`src/rtl/ir_fifo_pkg.sv`:
```
package ir_fifo_pkg;
  localparam int REG_W   = 8;
  localparam int BIT_EN  = 0;
  localparam int BIT_RXF = 1;
  localparam int BIT_TXF = 2;
  localparam int BIT_DEEP = 5;
  localparam int TRIG_LO = 6;
  localparam int TX_IDX  = 0;
  localparam int RX_IDX  = 1;

  typedef enum logic [1:0] {
    TRIG_ONE  = 2'b00,
    TRIG_QTR  = 2'b01,
    TRIG_HALF = 2'b10,
    TRIG_HIGH = 2'b11
  } trigSel_t;

  typedef struct packed {
    logic clrTx;
    logic clrRx;
  } fifoStrobes_t;
endpackage

```
`src/rtl/ir_byte_fifo.sv`:
```
module ir_byte_fifo #(
  parameter int DATA_W = 8,
  parameter int DEPTH  = 64,
  localparam int PTR_W = $clog2(DEPTH),
  localparam int CNT_W = $clog2(DEPTH + 1)
) (
  input  logic              clk,
  input  logic              rstN,
  input  logic              clr,
  input  logic              en,
  input  logic [CNT_W-1:0]  cap,
  input  logic              push,
  input  logic [DATA_W-1:0] pushData,
  input  logic              pop,
  output logic [DATA_W-1:0] popData,
  output logic [CNT_W-1:0]  count,
  output logic              overflow,
  output logic              underflow
);
  logic [DATA_W-1:0] mem [DEPTH];
  logic [PTR_W-1:0]  wrPtr, rdPtr;
  logic [CNT_W-1:0]  cnt;
  logic              full, empty, doPush, doPop;

  assign full      = cnt >= cap;
  assign empty     = cnt == '0;
  assign doPush    = en && push && !full;
  assign doPop     = en && pop && !empty;
  assign overflow  = en && push && full;
  assign underflow = en && pop && empty;
  assign popData   = doPop ? mem[rdPtr] : '0;
  assign count     = cnt;

  always_ff @(posedge clk) begin
    if (!rstN) begin
      wrPtr <= '0;
      rdPtr <= '0;
      cnt   <= '0;
    end else if (clr) begin
      wrPtr <= '0;
      rdPtr <= '0;
      cnt   <= '0;
    end else begin
      if (doPush) wrPtr <= wrPtr + 1'b1;
      if (doPop)  rdPtr <= rdPtr + 1'b1;
      cnt <= cnt + CNT_W'(doPush) - CNT_W'(doPop);
    end
  end

  always_ff @(posedge clk) begin
    if (doPush && !clr) mem[wrPtr] <= pushData;
  end

  // a flush cycle leaves the FIFO empty
  p_clear_empties_r4: assert property (@(posedge clk) disable iff (!rstN)
    clr |=> (count == '0));
  // refused push leaves the count alone
  p_no_overflow_r10: assert property (@(posedge clk) disable iff (!rstN)
    (overflow && !pop && !clr) |=> (count == $past(count)));
  // underflowing pop returns zero
  p_underflow_zero_r11: assert property (@(posedge clk) disable iff (!rstN)
    underflow |-> (popData == '0));
  // count never exceeds storage
  p_count_bound_r8: assert property (@(posedge clk) disable iff (!rstN)
    count <= CNT_W'(DEPTH));
endmodule

```
`src/rtl/ir_fifo_dp.sv`:
```
module ir_fifo_dp
  import ir_fifo_pkg::*;
#(
  parameter int DATA_W = 8,
  parameter int DEPTH  = 64,
  localparam int CNT_W = $clog2(DEPTH + 1)
) (
  input  logic                   clk,
  input  logic                   rstN,
  input  fifoStrobes_t           stb,
  input  logic                   fifoEn,
  input  logic [CNT_W-1:0]       cap,
  input  logic [1:0]             push,
  input  logic [1:0][DATA_W-1:0] pushData,
  input  logic [1:0]             pop,
  output logic [1:0][DATA_W-1:0] popData,
  output logic [1:0][CNT_W-1:0]  count,
  output logic [1:0]             overflow,
  output logic [1:0]             underflow
);
  logic [1:0] clrVec;
  assign clrVec[TX_IDX] = stb.clrTx;
  assign clrVec[RX_IDX] = stb.clrRx;

  for (genvar g = 0; g < 2; g++) begin : gFifo
    ir_byte_fifo #(.DATA_W(DATA_W), .DEPTH(DEPTH)) uFifo (
      .clk       (clk),
      .rstN      (rstN),
      .clr       (clrVec[g]),
      .en        (fifoEn),
      .cap       (cap),
      .push      (push[g]),
      .pushData  (pushData[g]),
      .pop       (pop[g]),
      .popData   (popData[g]),
      .count     (count[g]),
      .overflow  (overflow[g]),
      .underflow (underflow[g])
    );
  end
endmodule

```
`src/rtl/ir_fifo_ctl.sv`:
```
module ir_fifo_ctl
  import ir_fifo_pkg::*;
#(
  parameter int ADDR_W   = 4,
  parameter int REG_ADDR = 0,
  parameter int DEPTH    = 64,
  localparam int CNT_W   = $clog2(DEPTH + 1),
  localparam int SHALLOW = DEPTH / 4
) (
  input  logic              clk,
  input  logic              rstN,
  input  logic [ADDR_W-1:0] busAddr,
  input  logic              busWe,
  input  logic              busRe,
  input  logic [REG_W-1:0]  busWdata,
  output logic [REG_W-1:0]  busRdata,
  input  logic [CNT_W-1:0]  rxCount,
  output fifoStrobes_t      stb,
  output logic              fifoEn,
  output logic [CNT_W-1:0]  cap,
  output logic              rxTrig
);
  logic       wrHit, rdHit, enToggle;
  logic       enQ, deepQ, clrTxQ, clrRxQ, doneTxQ, doneRxQ;
  trigSel_t   trigQ;
  logic [CNT_W-1:0] level;

  assign wrHit    = busWe && (busAddr == ADDR_W'(REG_ADDR));
  assign rdHit    = busRe && (busAddr == ADDR_W'(REG_ADDR));
  assign enToggle = wrHit && (busWdata[BIT_EN] != enQ);

  always_ff @(posedge clk) begin
    if (!rstN) begin
      enQ     <= 1'b0;
      deepQ   <= 1'b0;
      trigQ   <= TRIG_ONE;
      clrTxQ  <= 1'b0;
      clrRxQ  <= 1'b0;
      doneTxQ <= 1'b0;
      doneRxQ <= 1'b0;
    end else begin
      if (wrHit) begin
        enQ <= busWdata[BIT_EN];
        if (busWdata[BIT_EN]) begin
          trigQ <= trigSel_t'(busWdata[TRIG_LO+1:TRIG_LO]);
          deepQ <= busWdata[BIT_DEEP];
        end
      end
      clrTxQ  <= enToggle || (wrHit && busWdata[BIT_EN] && busWdata[BIT_TXF]);
      clrRxQ  <= enToggle || (wrHit && busWdata[BIT_EN] && busWdata[BIT_RXF]);
      doneTxQ <= clrTxQ || (doneTxQ && !rdHit);
      doneRxQ <= clrRxQ || (doneRxQ && !rdHit);
    end
  end

  assign busRdata = rdHit ? {trigQ, deepQ, doneTxQ, doneRxQ, clrTxQ, clrRxQ, enQ} : '0;

  assign cap = deepQ ? CNT_W'(DEPTH) : CNT_W'(SHALLOW);

  always_comb begin
    unique case (trigQ)
      TRIG_ONE:  level = CNT_W'(1);
      TRIG_QTR:  level = cap >> 2;
      TRIG_HALF: level = cap >> 1;
      TRIG_HIGH: level = cap - (cap >> 3);
      default:   level = CNT_W'(1);
    endcase
  end

  assign rxTrig    = enQ && (rxCount >= level);
  assign fifoEn    = enQ;
  assign stb.clrTx = clrTxQ;
  assign stb.clrRx = clrRxQ;

  // changing the enable flushes both FIFOs
  p_toggle_flush_r2: assert property (@(posedge clk) disable iff (!rstN)
    enToggle |=> (stb.clrTx && stb.clrRx));
  // disabling write keeps trigger and depth fields
  p_fields_kept_r3: assert property (@(posedge clk) disable iff (!rstN)
    (wrHit && !busWdata[BIT_EN]) |=> ($stable(trigQ) && $stable(deepQ)));
  // flush request drops by itself
  p_selfclear_r4: assert property (@(posedge clk) disable iff (!rstN)
    (clrTxQ && !wrHit) |=> !clrTxQ);
  // done flag rises only after a flush cycle
  p_done_after_flush_r6: assert property (@(posedge clk) disable iff (!rstN)
    $rose(doneTxQ) |-> $past(clrTxQ));
  // read drops the done flag when no flush coincides
  p_read_drops_r6: assert property (@(posedge clk) disable iff (!rstN)
    (rdHit && doneRxQ && !clrRxQ) |=> !doneRxQ);
  // no trigger while disabled
  p_trig_enabled_r9: assert property (@(posedge clk) disable iff (!rstN)
    rxTrig |-> fifoEn);
endmodule

```
`src/rtl/ir_fifo_ctl_unit.sv`:
```
module ir_fifo_ctl_unit
  import ir_fifo_pkg::*;
#(
  parameter int ADDR_W   = 4,
  parameter int REG_ADDR = 0,
  parameter int DATA_W   = 8,
  parameter int DEPTH    = 64,
  localparam int CNT_W   = $clog2(DEPTH + 1)
) (
  input  logic              clk,
  input  logic              rstN,
  input  logic [ADDR_W-1:0] busAddr,
  input  logic              busWe,
  input  logic              busRe,
  input  logic [REG_W-1:0]  busWdata,
  output logic [REG_W-1:0]  busRdata,
  input  logic              txPush,
  input  logic [DATA_W-1:0] txPushData,
  input  logic              txPop,
  output logic [DATA_W-1:0] txPopData,
  output logic [CNT_W-1:0]  txCount,
  output logic              txOverflow,
  output logic              txUnderflow,
  input  logic              rxPush,
  input  logic [DATA_W-1:0] rxPushData,
  input  logic              rxPop,
  output logic [DATA_W-1:0] rxPopData,
  output logic [CNT_W-1:0]  rxCount,
  output logic              rxOverflow,
  output logic              rxUnderflow,
  output logic              rxTrig
);
  fifoStrobes_t           stb;
  logic                   fifoEn;
  logic [CNT_W-1:0]       cap;
  logic [1:0]             pushVec, popVec, ovfVec, udfVec;
  logic [1:0][DATA_W-1:0] pushDataVec, popDataVec;
  logic [1:0][CNT_W-1:0]  countVec;

  assign pushVec     = {rxPush, txPush};
  assign popVec      = {rxPop, txPop};
  assign pushDataVec = {rxPushData, txPushData};
  assign txPopData   = popDataVec[TX_IDX];
  assign rxPopData   = popDataVec[RX_IDX];
  assign txCount     = countVec[TX_IDX];
  assign rxCount     = countVec[RX_IDX];
  assign txOverflow  = ovfVec[TX_IDX];
  assign rxOverflow  = ovfVec[RX_IDX];
  assign txUnderflow = udfVec[TX_IDX];
  assign rxUnderflow = udfVec[RX_IDX];

  ir_fifo_ctl #(.ADDR_W(ADDR_W), .REG_ADDR(REG_ADDR), .DEPTH(DEPTH)) uCtl (
    .clk      (clk),
    .rstN     (rstN),
    .busAddr  (busAddr),
    .busWe    (busWe),
    .busRe    (busRe),
    .busWdata (busWdata),
    .busRdata (busRdata),
    .rxCount  (countVec[RX_IDX]),
    .stb      (stb),
    .fifoEn   (fifoEn),
    .cap      (cap),
    .rxTrig   (rxTrig)
  );

  ir_fifo_dp #(.DATA_W(DATA_W), .DEPTH(DEPTH)) uDp (
    .clk       (clk),
    .rstN      (rstN),
    .stb       (stb),
    .fifoEn    (fifoEn),
    .cap       (cap),
    .push      (pushVec),
    .pushData  (pushDataVec),
    .pop       (popVec),
    .popData   (popDataVec),
    .count     (countVec),
    .overflow  (ovfVec),
    .underflow (udfVec)
  );
endmodule

```
`config.mk`:
```
export PLATFORM = sky130hd
export DESIGN_NAME = ir_fifo_ctl_unit
export DESIGN_NICKNAME = d
export VERILOG_FILES = /design/src/rtl/ir_fifo_pkg.sv /design/src/rtl/ir_byte_fifo.sv /design/src/rtl/ir_fifo_dp.sv /design/src/rtl/ir_fifo_ctl.sv /design/src/rtl/ir_fifo_ctl_unit.sv
export SDC_FILE = /design/constraint.sdc
export NUM_CORES = 1
export LEC_CHECK = 0
export CAP_MARGIN = 20
export CORE_MARGIN = 2
export CORE_UTILIZATION = 40
export CTS_CLUSTER_SIZE = 24
export DETAILED_ROUTE_END_ITERATION = 6
export DONT_BUFFER_PORTS = 1
export SLEW_MARGIN = 15
export SYNTH_ARGS = -nofsm -noshare
export SYNTH_HDL_FRONTEND = slang
export SYNTH_SLANG_ARGS = --single-unit
export TNS_END_PERCENT = 5
```
`constraint.sdc`:
```
create_clock -name clk -period 3.8 [get_ports clk]
set_input_delay 0.38 -clock clk [delete_from_list [all_inputs] [get_ports clk]]
set_output_delay 0.38 -clock clk [all_outputs]
set_load 0.005 [all_outputs]
```
# Yosys cells after proc, flatten, opt, wreduce, memory -nomap -nowiden
# Memory sizes are Yosys's and may differ from the RTL's. A register that Yosys moved wholly into a read port is not among the register bits.
# Cells that the tools add are included.
# totals
register_bits	46
latch_bits	0
ram_bits	1024
mem_bits_ro	0
out_inout_bits	43
mem_count	2
# op_classes
addsub	9
n_mul	0
div	0
order_cmp	3
n_eq_ne	4
shifts	0
muxes	13
bitwise	1
n_reduce_logical	41
# mem_list
memory	words	word_bits	read_ports	rd_clocked_by_memory_dff	wr	line_no	rtl
uDp.gFifo[0].uFifo.mem	64	8	1	1	1	ir_byte_fifo.sv:20	logic [DATA_W-1:0] mem [DEPTH];
uDp.gFifo[1].uFifo.mem	64	8	1	1	1	ir_byte_fifo.sv:20	
# op_table
op	n
one-hot mux 7 bit (4 select lines)	1
adder 6 x 1 -> 6 bit (second input constant)	4
2-to-1 mux 6 bit	4
2-to-1 mux 8 bit	3
logical AND 1 bit	23
>= comparator 7 bit	3
adder 7 x 1 -> 7 bit	2
zero test 7 bit	2
subtractor 7 x 1 -> 7 bit	2
zero test 1 bit	7
2-to-1 mux 7 bit	1
subtractor 7 x 4 -> 7 bit	1
== test 2 bit (second input constant)	2
zero test 4 bit	1
logical OR 1 bit	4
2-to-1 mux 1 bit	4
OR reduction 2 bit	2
== test 2 x 1 -> 1 bit (second input constant)	1
zero test 2 bit	1
AND reduction 2 bit	1
!= test 1 bit	1
inverter 1 bit	1

# Logic depth before layout (Yosys ltp)
# Gate-level depths: netlist (run 1).
# logic_depth
word_depth	7
mapped_depth	17

# Modules after synthesis
# Synthesis (run 1) repeated with hierarchy kept, for this count alone.
# unflattened
hier_cells	2219
area_unflattened_um2	43409.1
# by_module_without_submodules
module	n_inst	cells_each	area_each_um2	seq_area_each_um2
ir_byte_fifo	2	1073	21406.8	15875.2
ir_fifo_ctl	1	73	595.6	160.2

# Worst setup path after synthesis (run 1)
# OpenSTA, ideal clock, no wires.
# synth_path
path_type	register -> register
startpoint	register uCtl.deepQ
endpoint	register uDp.gFifo[0].uFifo.cnt[6]
t_arrival_ps	3238
required_ps	3729
setup_slack_ps	491
stages_incl_launch_ff	17
path_buffers	0
synth_period_minus_slack_ps	3309
cell_sequence	dfxtp_1 -> inv_1 -> ha_1 -> nor4bb_1 -> o31a_1 -> nor3_2 -> inv_1 -> ha_1 -> inv_1 -> ha_1 -> fa_1 -> a21oi_1 -> o21bai_1 -> a21oi_1 -> nor2_1 -> or3_1 -> a21oi_1
# synth_via
elab_chain_len	6
# synth_rtl
item	line_no	rtl
start: declaration	ir_fifo_ctl.sv:24	logic enQ, deepQ, clrTxQ, clrRxQ, doneTxQ, doneRxQ;
start signal: assignment	ir_fifo_ctl.sv:46	deepQ <= busWdata[BIT_DEEP];
2-to-1 mux 7 bit	ir_fifo_ctl.sv:58	assign cap = deepQ ? CNT_W'(DEPTH) : CNT_W'(SHALLOW);
>= comparator 7 bit	ir_byte_fifo.sv:25	assign full = cnt >= cap;
zero test 1 bit	ir_byte_fifo.sv:27	assign doPush = en && push && !full;
logical AND 1 bit	ir_byte_fifo.sv:27	
adder 7 x 1 -> 7 bit	ir_byte_fifo.sv:46	cnt <= cnt + CNT_W'(doPush) - CNT_W'(doPop);
subtractor 7 x 1 -> 7 bit	ir_byte_fifo.sv:46	
end signal: assignment	ir_byte_fifo.sv:46	
end: declaration	ir_byte_fifo.sv:22	logic [CNT_W-1:0] cnt;
# Every way passes these cells.
# A chain may end at the register's enable or synchronous reset.

==> summary.txt, run 1 <==
Drt
  – First DRT Iteration DRCs: about 2400
  – WL/cell: approximately 25 um
  – Via count: roughly 21000
  – WL final: about 97 mm
  – DRC errors left: 0
  – TritonRoute pass-1 iters: 5
  – Detail Route Antenna Nets: 0
  – Vias/cell: about 5.5

Place
  – IO buf count: 0
  – Post-DP HPWL: 60.4 mm
  – Area after DPL: 0.0452 mm2
  – GPL Wtd Cong: roughly 0.84

GRT
  – Largest net degree at the start of global routing: 65
  – Gr usage total: between 10% and 20%
  – Antenna violations before repair: 1
  – First-pass GRT wire length: approximately 140 mm
  – M3 GR Usage: under 10%
  – Met1 usage in global routing: ~26%
  – Vias in the first global route: between 20000 and 25000
  – Total grt overflow: 0
  – Most used routing layer: met2
  – Met2 GRT Util: 28.9%

STA
  – Post-Route Setup TNS: 0 ns
  – Minimum clock period: 3.61 ns
  – RSZ-0062 raised after global routing: false
  – Finish-stage setup viols: 0
  – Max-slew violation count: 0
  – Fin crit share: 95.0%
  – Worst hold slack: a little under 0.04 ns
  – Max Freq: around 280 MHz
  – Actual transition at the worst max-transition pin: around 0.95 ns
  – Relative slew slack: between 30% and 40%
  – Final Skew: 0.0669 ns
  – Final Hold Fails: 0

Power
  – Sw frac: ~20%
  – Proportion of power drawn by combinational gates: 2.5%
  – Power density over cell area: roughly 500 mW/mm2
  – Seq pwr share: a little over half
  – Int Power: ~19 mW
  – Max VDD drop: between 0.0004 and 0.0005 V
  – Leakage: between 15 and 20 nW
  – Psw: between 4 and 5 mW
  – Clk pwr share: a little over two fifths

Critical path
  – Worst Path Required: 3.42 ns
  – Crit Path Max Fanout: 38
  – Worst EP arrival: 3.23 ns
  – R2r startpoint: uDp.gFifo[0].uFifo.count[4]
  – Slowest CP cell: dfxtp_4
  – R2r setup slk: between 0.2 and 0.3 ns
  – Critical-path cell list: buf_16 > buf_4 > mux4_2 > o22ai_1 > nor2_1 > o221ai_1 > o221ai_2
  – Worst setup EP type: primary output
  – RR Endpoint: uDp.gFifo[0].uFifo.count[6]
  – Startpoint Class: flip-flop
  – WP buf/inv: 2
  – Kind of critical path: reg -> out
  – Crit path largest cell delay: 0.54 ns
  – Critical path's top delay family: compound AO/OA/AOI/OAI gates
  – R2R cell count: 16

Die
  – Die Ht: between 300 and 400 um
  – Core ar.: around 0.11 mm2
  – Die area: roughly 0.11 mm2
  – Initial core utilization: between 40% and 50%
  – Row Count: about 120
  – Die span in x: ~330 um
  – I/O Pins: slightly below 80

Clock tree
  – Post-CTS setup buffers: 0
  – # H-tree levels: 3
  – Clock Path Buffers: 3
  – Clk sinks: between 1000 and 1500
  – CTS tree: built
  – Clk pin slew, worst setup/hold paths: 0.06 ns
  – Worst-Skew Late Latency: approximately 0.70 ns
  – TritonCTS buffer count: around 110
  – Clk root buf: clkbuf_16

Min path
  – Min-Delay Path Depth: 1
  – Worst Hold Class: in -> reg
  – HP Start: rxPushData[2]
  – Hold Path Sink: uDp.gFifo[1].uFifo.mem[14][2]

Layout
  – Design area: roughly 0.049 mm2
  – Share of post-route cells with drive strength above 1: approximately a quarter
  – Number of diodes: 0
  – Final net count: ~2400
  – Area delta synth->final: 16.0%

Logic synthesis
  – Syn Area/Cell: approximately 20 um2
  – Number of synthesized flops with an enable pin: about 1000
  – Register area share after synthesis: roughly 75%
  – Synth warn: 0
  – Seq cells post-synth: 1082
  – Most used DFF post-synth: edfxtp_1
  – Mapped Nets: ~2200
  – Synth Cell Area: approximately 0.042 mm2
  – Post-synth ARST share: 0%
  – Synth cell types: 58
  – Syn Inst Count: around 2100

Outcome
  – Status: finished, final reports clean

Run
  – Max-cap violations: 0
layout by cell type, fill, tap and decap left out, drive strengths merged, types with 3 or more instances in the layout:
| master | synthesis | routed |
|---|---|---|
| mux2i | 29 | 29 |
| a22oi | 28 | 28 |
| nand2b | 11 | 11 |
| a21o | 3 | 3 |
| a21oi | 41 | 41 |
| a22o | 12 | 12 |
| o21bai | 3 | 3 |
| dlygate4sd3 | 0 | 13 |
| buf | 66 | 209 |
| clkbuf | 37 | 130 |
| nor3 | 13 | 13 |
| inv | 29 | 33 |
| or2 | 4 | 4 |
| edfxtp | 1024 | 1024 |
| clkinvlp | 0 | 4 |
| or3 | 8 | 8 |
| nor2b | 25 | 25 |
| a31oi | 3 | 3 |
| a211oi | 11 | 11 |
| nand3 | 13 | 13 |
| and3 | 7 | 7 |
| bufinv | 0 | 7 |
| xor2 | 15 | 15 |
| mux2 | 6 | 6 |
| dfxtp | 58 | 58 |
| nand2 | 53 | 53 |
| xnor2 | 11 | 11 |
| o221ai | 17 | 17 |
| nand3b | 10 | 10 |
| o22ai | 29 | 29 |
| nor3b | 3 | 3 |
| a221oi | 10 | 10 |
| mux4 | 258 | 258 |
| nor2 | 195 | 195 |
| nor4 | 4 | 4 |
| o21ai | 31 | 31 |
| clkinv | 0 | 55 |
| ha | 32 | 32 |
| nand4 | 7 | 7 |
power by group through the flow:
| stage | Sequential, mW | Combinational [mW] | Clock (mW) |
|---|---|---|---|
| 2_1_floorplan | 13.3 | 0.295 | 0 |
| 3_3_place_gp | 13.4 | 0.366 | 0 |
| 3_5_place_dp | 13.4 | 0.371 | 0 |
| 4_1_cts | 13.1 | 0.618 | 10.6 |
| 5_1_grt | 13.1 | 0.679 | 11.0 |
| 6_report | 13.1 | 0.606 | 10.4 |
kinds of logic (layout without fill, tap and decap cells):
logic type | Yosys count | count (layout) | share of synthesized area (%)
simple gates | 360 | 360 | 3.88
mux | 293 | 293 | 14.5
fa+ha+maj | 34 | 34 | 1.04
buf+inv | 132 | 451 | 1.68
compound gates | 199 | 199 | 3.18
xor+xnor | 26 | 26 | 0.536
flops | 1082 | 1082 | 75.2
cell type report:
cell class,instances,area (um2)
Fill cell,8601,56000
Multi-Input combinational cell,912,9850
Sequential cell,1082,31900
Clock inverter,70,607
Timing Repair Buffer,222,2140
Inverter,29,109
Tap cell,1391,1740
Clock buffer,130,2880
worst register-to-register path, stage by stage (launching register included):
cell and delay [ns]:
dfxtp_1 0.38, inv_1 0.10, ha_1 0.30, nor4bb_1 0.13, o31a_1 0.29, nor3_2 0.15, inv_1 0.10, ha_1 0.28
inv_1 0.04, ha_1 0.20, fa_1 0.44, a21oi_1 0.19, o21bai_1 0.11, a21oi_1 0.17, nor2_1 0.07, or3_1 0.35
a21oi_1 0.15
Yosys cell counts, types with 3 or more instances:
cell      number  area (um2)
mux2_2         6        67.6
a211oi_1      11        82.6
clkbuf_1      37         139
nor2_1       195         732
o22ai_1       29         181
nor2b_1       25         156
xnor2_1       11        96.3
a21o_1         3        22.5
buf_4         17         128
or3_1          8        50.1
nand2b_1      11        68.8
a22o_1        12         105
mux2i_1       29         290
nor3b_1        3        22.5
a221oi_1       9        78.8
buf_1          7        26.3
nand4_1        7        43.8
nand3b_1      10        75.1
dfxtp_1       58        1160
nor3_1        11        55.1
a21oi_1       41         205
o21bai_1       3        22.5
inv_1         29         109
mux4_2       258        5810
nand2_1       53         199
and3_1         7        43.8
buf_6         16         180
o21ai_1        8        40.0
ha_1          32         400
a22oi_1       28         210
nor4_1         3        18.8
or2_2          3        18.8
nand3_1       13        65.1
edfxtp_1    1024       30700
buf_2         26         130
o21ai_0       23         115
o221ai_1      17         149
xor2_1        15         131
how the worst max path moves through the flow:
| stage | slack, ns | startpoint | to | cells past startpoint |
|---|---|---|---|---|
| finish | 0.19 | flip-flop | txPopData[0] | 7 |
| floorplan | 0.49 | uCtl.deepQ | uDp.gFifo[0].uFifo.count[6] | 16 |
| global placement | 0.29 | uDp.gFifo[0].uFifo.count[4] | uDp.gFifo[0].uFifo.count[6] | 16 |
| CTS | 0.06 | flip-flop | txPopData[2] | 7 |
| detailed placement | 0.26 | uDp.gFifo[0].uFifo.count[4] | uDp.gFifo[0].uFifo.count[6] | 16 |
| global route | 0.004 | uCtl.fifoEn | txPopData[6] | 7 |
layer usage:
| metal | routed length, um | vias up |
|---|---|---|
| met4 | 2250 | 0 |
| met2 | 47400 | 679 |
| li1 | - | 9192 |
| met3 | 5750 | 146 |
| met5 | 0 | - |
| met1 | 41900 | 11200 |
registers in the layout (all words and copies together), names as in the netlist, named ones only:
register	count
uCtl.doneTxQ	1
uCtl.doneRxQ	1
uDp.gFifo.uFifo.rdPtr	12
uCtl.deepQ	1
uDp.gFifo.uFifo.count	14
uCtl.clrRxQ	1
uCtl.fifoEn	1
uCtl.clrTxQ	1
uCtl.trigQ	2
uDp.gFifo.uFifo.mem	1024
uDp.gFifo.uFifo.wrPtr	12
timing repair:
| item | in CTS | in global routing |
|---|---|---|
| gates resized for setup | 0 | 4 |
| hold buffers | 29 | 0 |
| setup endpoints to repair | 0 | 3 |
| endpoints found under the hold margin | 1032 | 0 |
per-stage QoR:
| step | utilization (%) | setup WS (ns) | std cells | total power [mW] |
|---|---|---|---|---|
| global route | 46.8 | 0.00441 | 3836 | 24.8 |
| detailed placement | 42.9 | 0.263 | 3607 | 13.7 |
| finish | 46.8 | 0.189 | 3836 | 24.1 |
| floorplan | - | 0.491 | 2126 | 13.6 |
| global placement | 42.9 | 0.291 | 3607 | 13.7 |
| CTS | 46.8 | 0.0636 | 3836 | 24.3 |
No activity file was read; power rests on OpenSTA's default activity.
==> inputs of run 2 (changes only) <==
--- a/config.mk
+++ b/config.mk
@@ -14,5 +14,6 @@
 export SLEW_MARGIN = 15
 export SYNTH_ARGS = -nofsm -noshare
 export SYNTH_HDL_FRONTEND = slang
+export SYNTH_HIERARCHICAL = 1
 export SYNTH_SLANG_ARGS = --single-unit
 export TNS_END_PERCENT = 5
==> run 2 against run 1 <==
  * Global-route usage shrank 0.41 points
  * Via count grew 2.3%
  * Combinational power grew 2%
  * Critical path depth shrank 1
  * First-iteration DRC count shrank 14%
  * Count of clock-buffer cells in the layout grew 7
  * Clock skew shrank 0.034 ns
  * Critical path type unchanged
  * Critical endpoint is now txPopData[2]
  * Highest routed layer unchanged
==> summary.txt, run 2 <==
Critical path
  – R2r setup slk: 0.30 ns (+0.04 ns)
  – R2r startpoint: uCtl/deepQ
  – RR Endpoint: uDp/gFifo[1].uFifo/count[6]
  – Kind of critical path: reg -> out
  – Startpoint Class: flip-flop
  – Crit path capture: txPopData[2]
  – Worst EP arrival: 3.21 ns (-0.02 ns)
  – Crit Path Max Fanout: 18 (-53%)
  – Worst setup EP type: primary output
  – R2R cell count: 16 (unchanged)
  – Worst Path Required: 3.42 ns (about the same)

Power
  – Int Power: 19.0 mW (-0.65%)
  – Clk pwr share: 42.6% (-0.5 points)
  – Psw: 4.87 mW (-0.69%)
  – Power density over cell area: 481 mW/mm2 (-1.6%)
  – Leakage: 15.4 nW (+0.37%)
  – Seq pwr share: 54.8% (+0.4 points)
  – Proportion of power drawn by combinational gates: 2.6% (about the same)
  – Sw frac: 20.4% (about the same)
  – Max VDD drop: 0.000428 V (+3.6%)

Clock tree
  – CTS tree: built
  – Clk sinks: 1082 (unchanged)
  – Clk root buf: clkbuf_16
  – # H-tree levels: 3 (unchanged)
  – TritonCTS buffer count: 109 (+0.93%)
  – Clock Path Buffers: 3 (unchanged)
  – Worst-Skew Late Latency: 0.70 ns (about the same)
  – Clk pin slew, worst setup/hold paths: 0.06 ns (about the same)

Drt
  – Detail Route Antenna Nets: 0 (unchanged)
  – WL final: 98.0 mm (+0.69%)
  – TritonRoute pass-1 iters: 5 (unchanged)
  – WL/cell: 25.2 um (-0.58%)
  – DRC errors left: 0 (unchanged)
  – First DRT Iteration DRCs: 2034 (-14%)
  – Via count: 21700 (+2.3%)
  – Vias/cell: 5.59 (+0.97%)

Logic synthesis
  – Synth warn: 6 (+6)
  – Synth Cell Area: 0.0434 mm2 (+2.2%)
  – Syn Area/Cell: 19.6 um2 (-2.0%)
  – Seq cells post-synth: 1082 (unchanged)
  – Synth Area in Compound Gates: 2.72% (-0.46 points)
  – Synth Area in Simple Gates: 4.31% (+0.43 points)
  – Post-synth ARST share: 0% (unchanged)
  – Mux contribution to synthesized area: 15.4% (+0.89 points)
  – Main combinational cell family by area after synthesis: multiplexers
  – Synth Area in Adders: 1.30% (+0.27 points)
  – Dominant cell type by area after synthesis: edfxtp_1
  – Syn Inst Count: 2219 (+4.4%)
  – Most common cell in the synthesized netlist: edfxtp_1
  – Number of synthesized flops with an enable pin: 1024 (unchanged)
  – Post-Synth XOR/XNOR Area: 0.323% (-0.21 points)
  – Most used DFF post-synth: edfxtp_1
  – Synth top area share: 70.8% (-1.6 points)
  – Synth cell types: 62 (+6.9%)
  – Register area share after synthesis: 73.5% (-1.6 points)
  – Top cells by count, synth: edfxtp_1, mux4_2, nor2_1, nor3_1
  – Area contributors post-synth: edfxtp_1, mux4_2, dfxtp_1

Place
  – IO buf count: 0 (unchanged)
  – Post-DP HPWL: 60.1 mm (-0.53%)
  – Dpl ws: 0.211 ns (-0.0513 ns)
  – GPL Wtd Cong: 0.905 (+7.4%)

Die
  – Core ar.: 0.107 mm2 (+2.0%)
  – Die span in x: 333 um (+1.1%)
  – Row Count: 120 (+0.84%)
  – Initial core utilization: 40.4% (+0.10 points)
  – I/O Pins: 79 (unchanged)
  – Die area: 0.111 mm2 (+2.2%)
  – Die Ht: 333 um (+1.1%)

Layout
  – Number of diodes: 0 (unchanged)
  – Fillers: 8826 (+2.6%)
  – Biggest register: uDp/gFifo.uFifo/mem
  – Final net count: 2470 (+1.9%)
  – Registers with the most flip-flops: uDp/gFifo.uFifo/mem: 1024 flops, uDp/gFifo.uFifo/count: 14 flops
  – Most common cell after layout, fill and taps aside: edfxtp_1
  – Area delta synth->final: 14.6%
  – Most frequent cells in the layout: edfxtp_1, mux4_2, buf_4
  – Number of flip-flops under the largest register name: 1024 (unchanged)
  – Share of post-route cells with drive strength above 1: 26.0% (-0.72 points)

STA
  – RSZ-0062 raised after global routing: false
  – Fin crit share: 94.5% (-0.51 points)
  – Relative slew slack: 36.7% (-0.28 points)
  – Max-slew violation count: 0 (unchanged)
  – Post-Route Setup TNS: 0 ns (unchanged)
  – Final Skew: 0.0332 ns (-0.0337 ns)
  – Actual transition at the worst max-transition pin: 0.942 ns (-0.00368 ns)
  – Finish-stage setup viols: 0 (unchanged)
  – Max Freq: 278 MHz (+0.54%)
  – Final Hold Fails: 0 (unchanged)
  – Minimum clock period: 3.59 ns (-0.0195 ns)
  – PnR worst setup slack: 0.208 ns (+0.0195 ns)

GRT
  – Met2 GRT Util: 29.2% (+0.28 points)
  – Most used routing layer: met2
  – Largest net degree at the start of global routing: 65 (unchanged)
  – M3 GR Usage: 2.99% (-0.074 points)
  – First-pass GRT wire length: 146 mm (+1.2%)
  – Vias in the first global route: 22300 (+3.5%)
  – Antenna violations before repair: 0 (-1)
  – Met1 usage in global routing: 23.6% (-2.0 points)
  – Gr usage total: 17.6% (-0.41 points)
  – Total grt overflow: 0 (unchanged)

Min path
  – Worst Hold Class: in -> reg

Run
  – Max-cap violations: 0 (unchanged)

Outcome
  – Status: finished, final reports clean
[run 2: cell types whose count changed after synthesis, sizes merged, moves of 13 or more]
cell,before,now
inv,29,42
o21ai,31,48
mux2i,29,68
buf,66,91
nand2,53,68
nor2b,25,12
nor3,13,94
a22oi,28,10
nor2,195,94
clkbuf,37,51
[run 2: logic make-up after synthesis]
| group | Yosys count |
|---|---|
| flip-flops | 1082 |
| buffers and inverters | 184 |
| AND/OR/NAND/NOR | 376 |
| other | 1 |
| AO/OA/AOI/OAI | 180 |
| XOR/XNOR | 16 |
| multiplexers | 336 |
| adder cells (fa/ha/maj) | 44 |
[run 2: timing repair]
| action | in CTS | in global routing |
|---|---|---|
| hold endpoints to repair | 1036 | 0 |
| setup buffers | 0 | 0 |
| resized for setup | 0 | 7 |
| endpoints found under the setup margin | 0 | 3 |
| hold buffers | 36 | 0 |
[run 2: final cells by class]
type	count	area, um2	share of cell area (%)
Timing Repair Buffer	198	1970	3.96
Tap cell	1403	1760	3.53
Clock inverter	66	524	1.05
Sequential cell	1082	31900	64.2
Inverter	42	163	0.327
Multi-Input combinational cell	957	10500	21.1
Clock buffer	137	2900	5.82
[run 2: worst min-delay path by stage]
stage	from	to	slack [ns]	cells past startpoint
2_1_floorplan	uDp/gFifo[0].uFifo/rdPtr[5]	flip-flop	0.46	2
3_5_place_dp	txPushData[2]	uDp/gFifo[0].uFifo/mem[40][2]	0.48	0
3_3_place_gp	uDp/gFifo[0].uFifo/rdPtr[5]	uDp/gFifo[0].uFifo/rdPtr[5]	0.47	2
5_1_grt	rxPushData[6]	uDp/gFifo[1].uFifo/mem[54][6]	0.03	1
4_1_cts	rxPushData[0]	uDp/gFifo[1].uFifo/mem[55][0]	0.04	1
6_report	rxPushData[6]	uDp/gFifo[1].uFifo/mem[54][6]	0.05	1
[run 2: per-stage QoR]
| stage | instance area (um2) | cells | utilization [%] | hold slack, ns | total power [mW] |
|---|---|---|---|---|---|
| after floorplan | 43400 | 2223 | - | 0.459 | 13.6 |
| after detailed placement | 45700 | 3646 | 42.5 | 0.483 | 13.7 |
| after global placement | 45700 | 3646 | 42.5 | 0.470 | 13.7 |
| after global routing | 49700 | 3885 | 46.3 | 0.0292 | 24.7 |
| final | 49700 | 3885 | 46.3 | 0.0464 | 23.9 |
| after CTS | 49700 | 3885 | 46.3 | 0.0352 | 24.2 |
[run 2: routing by layer]
layer | wire, um | share of wire, %
met2 | 48400 | 49
met5 | 0 | 0
met3 | 6010 | 6.1
met4 | 3070 | 3.1
met1 | 40500 | 41
[run 2: power groups by stage]
stage / sequential, mW / combinational (mW) / clock [mW]
floorplan: 13.3 / 0.300 / 0
global placement: 13.4 / 0.360 / 0
detailed placement: 13.4 / 0.375 / 0
CTS: 13.1 / 0.620 / 10.4
global route: 13.1 / 0.686 / 10.9
finish: 13.1 / 0.619 / 10.2
[run 2: worst max-delay path, cell delays in order, from the launching register on]
cell,delay [ns]
dfxtp_4,0.65
buf_4,0.35
mux4_2,0.54
mux2i_1,0.29
a21oi_1,0.13
o211ai_1,0.34
o21ai_1,0.21
